File: src/rtl/sdclk_pkg.sv
package sdclk_pkg;
  localparam int CODE_W  = 8;
  localparam int RATIO_W = 9;
  localparam int MAX_LOG = 8;

  // Maps a divider code to its ratio; illegal codes round towards slower.
  function automatic logic [RATIO_W-1:0] code_to_ratio(input logic [CODE_W-1:0] code);
    logic [RATIO_W:0]   want;
    logic [RATIO_W-1:0] r;
    want = {1'b0, code, 1'b0};
    r    = RATIO_W'(1) << MAX_LOG;
    case (code)
      8'd0: r = RATIO_W'(1);
      8'd1: r = RATIO_W'(2);
      8'd2: r = RATIO_W'(4);
      8'd3: r = RATIO_W'(3);
      default: begin
        for (int k = MAX_LOG; k >= 3; k--) begin
          if (((RATIO_W+1)'(1) << k) >= want) r = RATIO_W'(1) << k;
        end
      end
    endcase
    return r;
  endfunction

  // Number of high base cycles in one divided period.
  function automatic logic [RATIO_W-1:0] high_len(input logic [RATIO_W-1:0] ratio);
    return (ratio == RATIO_W'(3)) ? RATIO_W'(1) : (ratio >> 1);
  endfunction
endpackage

File: src/rtl/sdclk_ctrl_reg.sv
module sdclk_ctrl_reg
  import sdclk_pkg::*;
#(
  parameter int STABLE_CYCLES = 16
) (
  input  logic              clk,
  input  logic              rst_n,
  input  logic              wr_en,
  input  logic [15:0]       wr_data,
  output logic [CODE_W-1:0] code_o,
  output logic              int_en_o,
  output logic              card_en_o,
  output logic              stable_o,
  output logic [15:0]       rd_data_o
);
  localparam int SW = $clog2(STABLE_CYCLES + 1);
  localparam logic [SW-1:0] SETTLED = SW'(STABLE_CYCLES);

  logic [CODE_W-1:0] code_q, code_d;
  logic              int_en_q, int_en_d;
  logic              card_en_q, card_en_d;
  logic [SW-1:0]     settle_q, settle_d;

  always_comb begin
    code_d    = code_q;
    int_en_d  = int_en_q;
    card_en_d = card_en_q;
    if (wr_en) begin
      code_d    = wr_data[15:8];
      int_en_d  = wr_data[0];
      card_en_d = wr_data[2];
    end
    if (!int_en_q)              settle_d = '0;
    else if (settle_q != SETTLED) settle_d = settle_q + SW'(1);
    else                        settle_d = settle_q;
  end

  always_ff @(posedge clk or negedge rst_n) begin
    if (!rst_n) begin
      code_q    <= '0;
      int_en_q  <= 1'b0;
      card_en_q <= 1'b0;
      settle_q  <= '0;
    end else begin
      code_q    <= code_d;
      int_en_q  <= int_en_d;
      card_en_q <= card_en_d;
      settle_q  <= settle_d;
    end
  end

  assign stable_o  = int_en_q && (settle_q == SETTLED);
  assign code_o    = code_q;
  assign int_en_o  = int_en_q;
  assign card_en_o = card_en_q;
  assign rd_data_o = {code_q, 5'b0, card_en_q, stable_o, int_en_q};

  p_settle_restart_r3: assert property (@(posedge clk) disable iff (!rst_n)
    !int_en_q |=> !stable_o);
  p_settle_sticky_r3: assert property (@(posedge clk) disable iff (!rst_n)
    (stable_o && !wr_en) |=> stable_o);
endmodule

File: src/rtl/sdclk_divider.sv
module sdclk_divider
  import sdclk_pkg::*;
(
  input  logic              clk,
  input  logic              rst_n,
  input  logic              run_i,
  input  logic              card_en_i,
  input  logic [CODE_W-1:0] code_i,
  output logic              div_clk_o,
  output logic              pass_req_o
);
  logic [RATIO_W-1:0] req_ratio;
  logic [RATIO_W-1:0] ratio_q, ratio_d;
  logic [RATIO_W-1:0] cnt_q, cnt_d;
  logic               act_card_q, act_card_d;
  logic               div_q, div_d;
  logic               boundary;

  assign req_ratio = code_to_ratio(code_i);
  assign boundary  = (cnt_q == ratio_q - RATIO_W'(1));

  always_comb begin
    ratio_d    = ratio_q;
    act_card_d = act_card_q;
    cnt_d      = cnt_q;
    if (!run_i) begin
      ratio_d    = req_ratio;
      act_card_d = 1'b0;
      cnt_d      = '0;
    end else if (boundary) begin
      ratio_d    = req_ratio;
      act_card_d = card_en_i;
      cnt_d      = '0;
    end else begin
      cnt_d      = cnt_q + RATIO_W'(1);
    end
    div_d = run_i && act_card_d && (ratio_d != RATIO_W'(1)) &&
            (cnt_d < high_len(ratio_d));
  end

  always_ff @(posedge clk or negedge rst_n) begin
    if (!rst_n) begin
      ratio_q    <= RATIO_W'(1);
      act_card_q <= 1'b0;
      cnt_q      <= '0;
      div_q      <= 1'b0;
    end else begin
      ratio_q    <= ratio_d;
      act_card_q <= act_card_d;
      cnt_q      <= cnt_d;
      div_q      <= div_d;
    end
  end

  assign div_clk_o  = div_q;
  assign pass_req_o = run_i && act_card_q && (ratio_q == RATIO_W'(1));

  p_legal_ratio_r4: assert property (@(posedge clk) disable iff (!rst_n)
    $onehot(ratio_q) || (ratio_q == RATIO_W'(3)));
  p_count_range_r6: assert property (@(posedge clk) disable iff (!rst_n)
    cnt_q < ratio_q);
  p_switch_on_edge_r9: assert property (@(posedge clk) disable iff (!rst_n)
    (run_i && $past(run_i) && (ratio_q != $past(ratio_q))) |-> (cnt_q == '0));
  p_period_starts_high_r6: assert property (@(posedge clk) disable iff (!rst_n)
    (run_i && $past(run_i) && $rose(div_q)) |-> (cnt_q == '0));
endmodule

File: src/rtl/sdclk_out_gate.sv
module sdclk_out_gate (
  input  logic clk,
  input  logic rst_n,
  input  logic pass_req_i,
  input  logic div_clk_i,
  output logic card_clk_o
);
  logic pass_q;

  // Enable captured while the base clock is low, so the AND never clips a pulse.
  always_ff @(negedge clk or negedge rst_n) begin
    if (!rst_n) pass_q <= 1'b0;
    else        pass_q <= pass_req_i;
  end

  assign card_clk_o = (clk & pass_q) | div_clk_i;

  p_paths_exclusive_r7: assert property (@(posedge clk) disable iff (!rst_n)
    !(pass_req_i && div_clk_i));
endmodule

File: src/rtl/sd_clkdiv_ctrl.sv
module sd_clkdiv_ctrl
  import sdclk_pkg::*;
#(
  parameter int STABLE_CYCLES = 16
) (
  input  logic        clk,
  input  logic        rst_n,
  input  logic        wr_en,
  input  logic [15:0] wr_data,
  output logic [15:0] rd_data,
  output logic        card_clk
);
  logic [1:0]        rst_sync_q;
  logic              rst_s;
  logic [CODE_W-1:0] code_s;
  logic              int_en_s, card_en_s, stable_s;
  logic              div_clk_s, pass_req_s;

  // Reset asserts at once and releases on the clock.
  always_ff @(posedge clk or negedge rst_n) begin
    if (!rst_n) rst_sync_q <= 2'b00;
    else        rst_sync_q <= {rst_sync_q[0], 1'b1};
  end
  assign rst_s = rst_sync_q[1];

  sdclk_ctrl_reg #(.STABLE_CYCLES(STABLE_CYCLES)) u_reg (
    .clk       (clk),
    .rst_n     (rst_s),
    .wr_en     (wr_en),
    .wr_data   (wr_data),
    .code_o    (code_s),
    .int_en_o  (int_en_s),
    .card_en_o (card_en_s),
    .stable_o  (stable_s),
    .rd_data_o (rd_data)
  );

  sdclk_divider u_div (
    .clk        (clk),
    .rst_n      (rst_s),
    .run_i      (int_en_s),
    .card_en_i  (card_en_s),
    .code_i     (code_s),
    .div_clk_o  (div_clk_s),
    .pass_req_o (pass_req_s)
  );

  sdclk_out_gate u_gate (
    .clk        (clk),
    .rst_n      (rst_s),
    .pass_req_i (pass_req_s),
    .div_clk_i  (div_clk_s),
    .card_clk_o (card_clk)
  );

  p_idle_when_off_r8: assert property (@(posedge clk) disable iff (!rst_s)
    (!int_en_s && $past(!int_en_s)) |-> (!div_clk_s && !pass_req_s));
  p_stable_needs_enable_r3: assert property (@(posedge clk) disable iff (!rst_s)
    stable_s |-> int_en_s);
endmodule

File: config.mk
export PLATFORM = sky130hd
export DESIGN_NAME = sd_clkdiv_ctrl
export DESIGN_NICKNAME = d
export VERILOG_FILES = /design/src/rtl/sdclk_pkg.sv /design/src/rtl/sdclk_ctrl_reg.sv /design/src/rtl/sdclk_divider.sv /design/src/rtl/sdclk_out_gate.sv /design/src/rtl/sd_clkdiv_ctrl.sv
export SDC_FILE = /design/constraint.sdc
export NUM_CORES = 1
export LEC_CHECK = 0
export CELL_PAD_IN_SITES_DETAIL_PLACEMENT = 1
export CELL_PAD_IN_SITES_GLOBAL_PLACEMENT = 2
export CORE_MARGIN = 2
export CORE_UTILIZATION = 32
export DETAILED_ROUTE_END_ITERATION = 8
export PLACE_DENSITY_LB_ADDON = 0.25
export SLEW_MARGIN = 40
export SYNTH_ARGS = -nofsm -noshare
export SYNTH_HDL_FRONTEND = slang
export SYNTH_HIERARCHICAL = 1
export SYNTH_SLANG_ARGS = --single-unit
File: constraint.sdc
create_clock -name clk -period 1.5 [get_ports clk]
set_input_delay 0.45 -clock clk [delete_from_list [all_inputs] [get_ports clk]]
set_output_delay 0.45 -clock clk [all_outputs]
set_load 0.01 [all_outputs]
==> results of run 1 <==
## layout make-up
cell class                      count  area (sq um)  share of cell area
Clock buffer                       10           129              0.0337
Inverter                            9          33.8             0.00885
Sequential cell                    38           955               0.250
Multi-Input combinational cell    177          1500               0.393
Clock inverter                      2          60.1              0.0157
Tap cell                          102           128              0.0334
Timing Repair Buffer              113          1010               0.266
## through the flow
step	area (sq um)	utilization	hold slack, ps	power, mW	TNS [ps]
3_3_place_gp	3340	0.434	331	1.99	-19010
6_report	3820	0.497	208	3.44	-21600
2_1_floorplan	2610	-	154	1.66	-19120
5_1_grt	3820	0.497	179	3.67	-25230
3_5_place_dp	3340	0.434	336	2.01	-20380
4_1_cts	3750	0.488	194	3.46	-21100
## timing repair
| item | 4_1_cts | 5_1_grt |
|---|---|---|
| setup endpoints to repair | 33 | 33 |
| pin swaps | 6 | 0 |
| hold buffers | 0 | 0 |
| setup buffers | 13 | 6 |
| gates resized for setup | 90 | 14 |
## flip-flops by register name, summed over array words and instances, names as in the netlist
name and cells:
u_div/ratio_q 9, u_gate/pass_q 1, u_reg/code_o 8, u_div/cnt_q 9, u_reg/card_en_o 1, rst_sync_q 2, u_reg/int_en_o 1, u_reg/settle_q 5
u_div/act_card_q 1, u_div/div_clk_o 1
## kinds of logic (layout without fill, tap and decap cells)
family | count (synthesis) | in the layout | share of synthesized area
AND/OR/NAND/NOR | 81 | 81 | 0.185
flip-flops | 38 | 38 | 0.377
buffers and inverters | 33 | 134 | 0.0941
AO/OA/AOI/OAI | 30 | 30 | 0.0912
multiplexers | 30 | 30 | 0.128
XOR/XNOR | 18 | 18 | 0.0624
adder cells (fa/ha/maj) | 12 | 12 | 0.0595
other | 2 | 6 | 0.00297
## power by group through the flow
stage	registers [mW]	clock network (mW)	logic, mW
4_1_cts	1.15	1.34	0.978
5_1_grt	1.16	1.41	1.11
6_report	1.15	1.29	1.01
## placed cells by master (no fill, tap or decap), types with 5 or more instances in the layout
master	instances
a21oi_1	5
buf_4	67
buf_6	29
clkbuf_8	9
clkdlybuf4s50_1	13
conb_1	6
dfrtp_1	34
ha_1	9
inv_1	8
mux2_2	14
mux2i_1	12
nand2_1	10
nand3_1	10
nor2_1	9
nor2_4	6
nor3_1	5
o21ai_0	5
xnor2_1	7
xor2_1	10
## metal layers
layer / global-route usage / vias up
met1: 0.213 / 1071
met3: 0.0448 / 8
li1: - / 1055
met2: 0.340 / 30
met5: 0 / -
met4: 0.0613 / 0
## path summary, 6_finish.rpt
| check | from | end | slack (ps) | depth (start not counted) |
|---|---|---|---|---|
| max reg2reg | u_div/ratio_q[0] | u_div/div_clk_o | -2260 | 16 |
| max | u_div/ratio_q[0] | u_div/div_clk_o | -2260 | 16 |
| max in group asynchronous | rst_sync_q[1] | u_gate/pass_q | 690 | 0 |
| min | rst_n | rst_sync_q[0] | 210 | 1 |
| min reg2reg | rst_sync_q[0] | rst_sync_q[1] | 350 | 0 |
| min in group clk | rst_sync_q[0] | rst_sync_q[1] | 350 | 0 |
==> out/summary.txt, run 1 <==
Chip width: 92.8 um
Leak: 1.73 nW
Vias per cell: 4.80
Outcome: complete, but fails checks
Via count: 2,164
Top cell type's share of synthesized area: 0.357
Nets: 379
Clock Skews: 20.3 ps
Unrepaired setup endpoints after global routing: yes
Pwr Density: 901 mW/mm^2
Global-route wire length before repair: 12.1 mm
Post-layout minimum cycle time: 3760 ps
Synth cell types: 52
Final setup margin: -2260 ps
CP Launch Type: register
Placed instance count: 424
GRT overflow: 0
Ys async rst share: 1.00
Power Internal: 2.52 mW
Yosys warning total: 6
Final Non-Filler Cells: 451
Vias in the first global route: 2,408
Register area share after synthesis: 0.377
GRT Util Overall: 0.187
Largest net degree at the start of global routing: 36
Mapped Cells: 244
Netlist Area Pre-Place: 0.00252 sq mm
Metal2 WL: 3.96 mm
Fmax: 0.266 GHz
M1 WL: 2.99 mm
Top cells by area, synth: dfrtp_1, mux2_2, ha_1
Largest fanout on the critical path: 4
DR DRC count: 0
Row cnt: 32
Fin crit share: 2.51
CP max-delay cell: dfstp_2
Initial drt markers: 77
Initial antenna violation count: 0
Die area: 0.00862 sq mm
I/O Pins: 36
Failing checks: negative setup slack
Post-route ant nets: 0
Worst path buffer plus inverter count: 2
Flops & latches, synth: 38
Switch Pwr: 916 uW
Clock network latency to the later pin of the worst-skew pair: 410 ps
Post-Place Worst Slack: -2300 ps
Clock Power Share: 0.374
# setup viols final: 28
Initial Utilization: 0.328
Count leader, synth: dfrtp_1
Core area: 0.00769 sq mm
DR WL/cell: 16.0 um
Hold WC Path Type: input pin to async pin
Crit-path max cell delay: 560 ps
Logic pwr share: 0.293
Synthesized area per cell: 10.3 sq um
I/O Buffers: 24
Seq pwr share: 0.333
Layout area overhead: 51.2%
Share of cells above drive strength 1: 0.461
Worst EP arrival: 4090 ps
Sw frac: 0.266
GP Congestion: 0.813
Routed wl met3: 181 um
WS Path Type: register to register
Ant diodes: 0
Leading area contributor after synthesis: dfrtp_1
Routed WL: 7.22 mm
DRT Pass-1 Iters: 4
Die height: 92.8 um
Worst Setup End Kind: register
# fillers: 862
Maximum VDD drop: 444 uV
DPL Wire Length: 5.31 mm
CTS tree: done
Ys flop type: dfrtp_1
Critical path required time: 1830 ps
Max Cap Violations: 0
Slew Viols, Final: 0
Synth top cells by count: dfrtp_1, buf_4, mux2_2, nor2_1
Critical path, cell by cell: inv_2 > ha_4 > or2b_1 > a21boi_2 > o2111ai_2 > a311oi_2 > nand2b_4 > buf_6 > mux2_4 > ha_4 > a21o_1 > a21o_1 > a2111oi_4 > o2111ai_1 > mux2_4 > a31oi_4
Clock Pin Slew Worst Setup and Hold Paths: 80 ps
Highest metal used: met4
Number of synthesized flops with an enable pin: 0
Top Family by Delay on Critical Path: compound AO/OA/AOI/OAI gates
Fin. Hold Viols: 0
No activity file was read; power rests on OpenSTA's default activity.
==> run 2: changes to the inputs <==
--- a/config.mk
+++ b/config.mk
@@ -5,13 +5,14 @@
 export SDC_FILE = /design/constraint.sdc
 export NUM_CORES = 1
 export LEC_CHECK = 0
+export ABC_CLOCK_PERIOD_IN_PS = 4850
 export CELL_PAD_IN_SITES_DETAIL_PLACEMENT = 1
 export CELL_PAD_IN_SITES_GLOBAL_PLACEMENT = 2
 export CORE_MARGIN = 2
-export CORE_UTILIZATION = 32
+export CORE_UTILIZATION = 38
 export DETAILED_ROUTE_END_ITERATION = 8
 export PLACE_DENSITY_LB_ADDON = 0.25
-export SLEW_MARGIN = 40
+export SLEW_MARGIN = 20
 export SYNTH_ARGS = -nofsm -noshare
 export SYNTH_HDL_FRONTEND = slang
 export SYNTH_HIERARCHICAL = 1
==> constraint.sdc (replaced) <==
create_clock -name clk -period 4.85 [get_ports clk]
set_input_delay 1.455 -clock clk [delete_from_list [all_inputs] [get_ports clk]]
set_output_delay 1.455 -clock clk [all_outputs]
set_load 0.01 [all_outputs]
==> run 2 against run 1 <==
Effect of this change: the flow still finishes with violations (negative setup slack); via count shrank 16%; critical path depth is 14 lower; non-clock buffer count decreased by 86; largest cell class unchanged; largest power group is now sequential cells.
==> out/summary.txt, run 2 (same netlist as run 1, synthesis figures left out) <==
Crit path capture: card_clk
Max_slew headroom: 0.657
Pwr Density: 305 mW/mm^2 (-66%)
I/O Pins: 36 (unchanged)
Outcome: complete, but fails checks
# setup viols final: 1 (-96%)
Via count: 1,825 (-16%)
Nets: 293 (-23%)
Core area: 0.00639 sq mm (-17%)
Initial Utilization: 0.395 (+0.0669)
Largest fanout on the critical path: 1 (-3)
Row cnt: 29 (-9.4%)
Chip width: 85.5 um (-7.9%)
Critical path required time: 3390 ps (+1560 ps)
Reg2Reg Depth: 16 (unchanged)
WS Path Type: register to output pin
Leak: 1.21 nW (-30%)
Largest net degree at the start of global routing: 36 (unchanged)
Initial antenna violation count: 0 (unchanged)
Fin. Hold Viols: 0 (unchanged)
Hold Buf Count CTS: 0 (unchanged)
Slew Viols, Final: 0 (unchanged)
Post-Place Worst Slack: -17.8 ps (+2280 ps)
Worst Tran Pin Value: 511 ps
Die area: 0.00731 sq mm (-15%)
Commonest non-fill, non-tap cell in the layout: dfrtp_1
R2R Path Start: u_div/ratio_q[0]
I/O Buffers: 24 (unchanged)
Max Cap Violations: 0 (unchanged)
DR DRC count: 0 (unchanged)
Final setup margin: -91.5 ps (+2170 ps)
Clock Pin Slew Worst Setup and Hold Paths: 90 ps (about the same)
GP Congestion: 0.769 (-5.4%)
Global-route wire length before repair: 9.56 mm (-21%)
Worst Setup End Kind: output pin
Most frequent cells in the layout: dfrtp_1, clkdlybuf4s50_1, nor2_1, mux2_2
Fin Setup TNS: -91.5 ps (+21,510 ps)
Post-route ant nets: 0 (unchanged)
DPL Wire Length: 4.24 mm (-20%)
Layout area overhead: 13.3%
Maximum VDD drop: 186 uV (-58%)
Vias in the first global route: 1,864 (-23%)
DRT Pass-1 Iters: 5 (+1)
GRT Util Overall: 0.171 (-0.0158)
Die height: 85.5 um (-7.9%)
# fillers: 720 (-16%)
Unrepaired setup endpoints after global routing: yes
Vias per cell: 5.37 (+12%)
GRT overflow: 0 (unchanged)
Ant diodes: 0 (unchanged)
Initial drt markers: 66 (-14%)
DR WL/cell: 16.8 um (+5.0%)
Reg2reg end: u_div/div_clk_o
Setup crit start: u_gate/pass_q
Clock network latency to the later pin of the worst-skew pair: 420 ps (about the same)
Failing checks: negative setup slack
Routed WL: 5.72 mm (-21%)
CP Launch Type: register
Worst EP arrival: 3490 ps (-600 ps)
Hold_ws: 358 ps (+150 ps)
Clock Skews: 26.7 ps (+6.32 ps)
Hold WC Path Type: register to async pin
Post-CTS setup buffers: 0 (-13)
Share of cells above drive strength 1: 0.163 (-0.298)
CTS tree: done
R2R setup slack: 430 ps (+2690 ps)
[run 2: cell types whose count changed in the layout (fill, tap and decap cells not counted), moves of 3 or more]
| cell | change |
|---|---|
| buf_6 | -28 |
| mux2_2 | +3 |
| buf_4 | -63 |
| o21ai_0 | +4 |
| mux2_4 | -3 |
| clkdlybuf4s50_1 | +10 |
| nor2_4 | -6 |
| nor2_1 | +8 |
| o21ai_1 | -4 |
| ha_1 | +3 |
[run 2: what timing repair did]
item,4_1_cts,5_1_grt
gates resized for setup,5,1
pin swaps,0,0
endpoints found under the setup margin,1,2
[run 2: critical path, stage by stage (launching register included)]
cell,delay [ps]
dfrtn_1,390
a21o_1,140
buf_6,110
[run 2: worst min path at each step]
stage                           endpoint  depth (start not counted)  slack, ps           from
final                     u_reg/int_en_o                          1        360  rst_sync_q[1]
after global routing       rst_sync_q[1]                          0        360  rst_sync_q[0]
after CTS                  rst_sync_q[1]                          0        360  rst_sync_q[0]
after detailed placement   rst_sync_q[1]                          0        340  rst_sync_q[0]
after global placement     rst_sync_q[1]                          0        340  rst_sync_q[0]
after floorplan            rst_sync_q[1]                          0        330  rst_sync_q[0]
[run 2: per-layer routing]
metal  track usage  wire length (um)
met3        0.0472               247
met4        0.0635                72
met1         0.229              2700
met5             0                 0
met2         0.265              2700
[run 2: area by class of cell]
| type | count | area (sq um) | share of cell area |
|---|---|---|---|
| clock buffer | 9 | 121 | 0.0424 |
| clock inverter | 3 | 45.0 | 0.0157 |
| timing repair buffer | 27 | 260 | 0.0910 |
| inverter | 9 | 33.8 | 0.0118 |
| sequential | 38 | 952 | 0.333 |
| tap | 77 | 96.3 | 0.0337 |
| multi-input combinational | 177 | 1350 | 0.472 |
[run 2: stage by stage]
step	cell area [sq um]	cells	total power, mW	util
after floorplan	2540	248	0.504	-
after CTS	2860	340	0.890	0.448
after global routing	2860	340	0.929	0.448
final	2860	340	0.874	0.448
after global placement	2700	329	0.538	0.423
after detailed placement	2700	329	0.543	0.423
[run 2: power by group]
part	total (mW)	leakage (nW)	switching, mW	internal [mW]
registers	0.378	0.490	0.0397	0.338
clock network	0.338	0.0893	0.133	0.205
logic	0.158	0.631	0.0755	0.0820
total	0.874	1.21	0.248	0.625
==> run 3: changes to the inputs <==
--- a/config.mk
+++ b/config.mk
@@ -5,14 +5,12 @@
 export SDC_FILE = /design/constraint.sdc
 export NUM_CORES = 1
 export LEC_CHECK = 0
-export ABC_CLOCK_PERIOD_IN_PS = 4850
 export CELL_PAD_IN_SITES_DETAIL_PLACEMENT = 1
 export CELL_PAD_IN_SITES_GLOBAL_PLACEMENT = 2
 export CORE_MARGIN = 2
-export CORE_UTILIZATION = 38
+export CORE_UTILIZATION = 35
 export DETAILED_ROUTE_END_ITERATION = 8
 export PLACE_DENSITY_LB_ADDON = 0.25
-export SLEW_MARGIN = 20
 export SYNTH_ARGS = -nofsm -noshare
 export SYNTH_HDL_FRONTEND = slang
 export SYNTH_HIERARCHICAL = 1
==> constraint.sdc (replaced) <==
create_clock -name clk -period 5.6 [get_ports clk]
set_input_delay 1.68 -clock clk [delete_from_list [all_inputs] [get_ports clk]]
set_output_delay 1.68 -clock clk [all_outputs]
set_load 0.01 [all_outputs]
==> run 3 against run 2 <==
Effect of this change: the flow now finishes without violations; global-route usage decreased by 1.6 points; critical path depth unchanged; clock skew decreased by 4.1 ps; sequential power decreased by 14%; clock power about the same; design area increased by 1.1%; largest cell class unchanged; largest power group is now the clock network.
==> out/summary.txt, run 3 (same netlist as run 1, synthesis figures left out) <==
Outcome: completed
Vias per cell: 4.96 (-7.6%)
Critical path required time: 3920 ps (+530 ps)
DRT Pass-1 Iters: 4 (-1)
DPL Wire Length: 4.02 mm (-5.4%)
Max Cap Violations: 0 (unchanged)
Vias in the first global route: 1,920 (+3.0%)
M1 WL: 2.71 mm (+0.48%)
Largest fanout on the critical path: 1 (unchanged)
Fin. Hold Viols: 0 (unchanged)
CP Launch Type: register
Core area: 0.00687 sq mm (+7.6%)
Nets: 292 (-0.34%)
I/O Buffers: 24 (unchanged)
GP Congestion: 0.785 (+2.1%)
Hold Buf Count CTS: 0 (unchanged)
DR WL/cell: 15.6 um (-7.4%)
Most frequent cells in the layout: dfrtp_1, clkdlybuf4s50_1, nor2_1, mux2_2
Initial drt markers: 36 (-45%)
Leak: 1.22 nW (+1.0%)
GRT overflow: 0 (unchanged)
DR DRC count: 0 (unchanged)
Slew Viols, Final: 0 (unchanged)
Post-route ant nets: 0 (unchanged)
# setup viols final: 0 (-1)
Area of the multi-input gates: 0.00135 sq mm (about the same)
WS Path Type: register to output pin
Share of cells above drive strength 1: 0.160 (-0.00319)
Largest net degree at the start of global routing: 37 (+2.8%)
Worst EP arrival: 3820 ps (+330 ps)
CTS tree: done
Via count: 1,775 (-2.7%)
Maximum VDD drop: 151 uV (-19%)
# resized after CTS: 4 (-1)
Global-route wire length before repair: 9.20 mm (-3.7%)
# fillers: 783 (+8.8%)
Clock network latency to the later pin of the worst-skew pair: 410 ps (about the same)
Highest metal used: met4
Worst Setup End Kind: output pin
Ant diodes: 0 (unchanged)
Die height: 88.9 um (+4.0%)
Final core utilization: 0.421 (-0.0268)
Layout area overhead: 14.6%
Initial antenna violation count: 0 (unchanged)
Pwr Density: 278 mW/mm^2 (-8.9%)
Row cnt: 30 (+3.4%)
Clock Pin Slew Worst Setup and Hold Paths: 80 ps (about the same)
Unrepaired setup endpoints after global routing: no
Initial Utilization: 0.368 (-0.0278)
Reg2Reg Depth: 17 (+1)
I/O Pins: 36 (unchanged)
GRT Util Overall: 0.155 (-0.0159)
Metal2 WL: 2.63 mm (-2.6%)
Hold_ws: 302 ps (-55.7 ps)
Max_slew headroom: 0.565 (-0.0921)
Worst Tran Pin Value: 648 ps (+137 ps)
Clock Skews: 22.6 ps (-4.05 ps)
Post-CTS setup buffers: 0 (unchanged)
Routed wl met3: 177 um (-28%)
Hold WC Path Type: register to async pin
Chip width: 88.9 um (+4.0%)
Routed WL: 5.57 mm (-2.5%)
Fin Setup TNS: 0 ps (+91.5 ps)
FF+latch area: 952 sq um (unchanged)
Die area: 0.00791 sq mm (+8.2%)
Commonest non-fill, non-tap cell in the layout: dfrtp_1
[run 3: cell types whose count changed in the layout (fill, tap and decap cells not counted), sizes merged]
cell	delta
buf	-1
clkinv	+1
bufinv	+1
clkinvlp	-2
[run 3: stage by stage]
step	instances	setup slack [ps]	instance area (sq um)	total power [mW]
5_1_grt	358	34.0	2890	0.850
3_5_place_dp	347	143	2720	0.471
4_1_cts	358	79.8	2890	0.820
3_3_place_gp	347	148	2720	0.468
6_report	358	102	2890	0.804
2_1_floorplan	248	617	2540	0.436
[run 3: worst paths after layout]
check                                 startpoint               to  slack, ps
worst max-delay path               u_gate/pass_q         card_clk        100
worst min-delay path               rst_sync_q[1]   u_div/cnt_q[5]        300
worst max register to register  u_div/ratio_q[0]  u_div/div_clk_o        860
worst min register to register     rst_sync_q[1]   u_div/cnt_q[5]        300
max in group asynchronous          rst_sync_q[1]    u_gate/pass_q       2250
min in group clk                   rst_sync_q[0]    rst_sync_q[1]        360
[run 3: power breakdown]
group          leakage, nW  internal, mW  switching [mW]
Sequential           0.490         0.293          0.0336
Combinational        0.626        0.0712          0.0667
Clock                0.107         0.224           0.117
[run 3: final cells by class]
type / count / share of cell area
sequential: 38 / 0.329
inverter: 9 / 0.0117
tap: 96 / 0.0415
clock inverter: 3 / 0.0238
multi-input combinational: 177 / 0.467
clock buffer: 9 / 0.0398
timing repair buffer: 26 / 0.0874
[run 3: per-layer routing]
metal  vias to the layer above  GRT usage
met5                         -          0
met3                         5     0.0489
li1                        875          -
met2                        21      0.244
met1                       874      0.203
met4                         0     0.0516
[run 3: worst max-delay path, cell delays in order, from the launching register on]
cell and delay [ps]:
dfrtn_1 390, a21o_1 100, buf_2 120
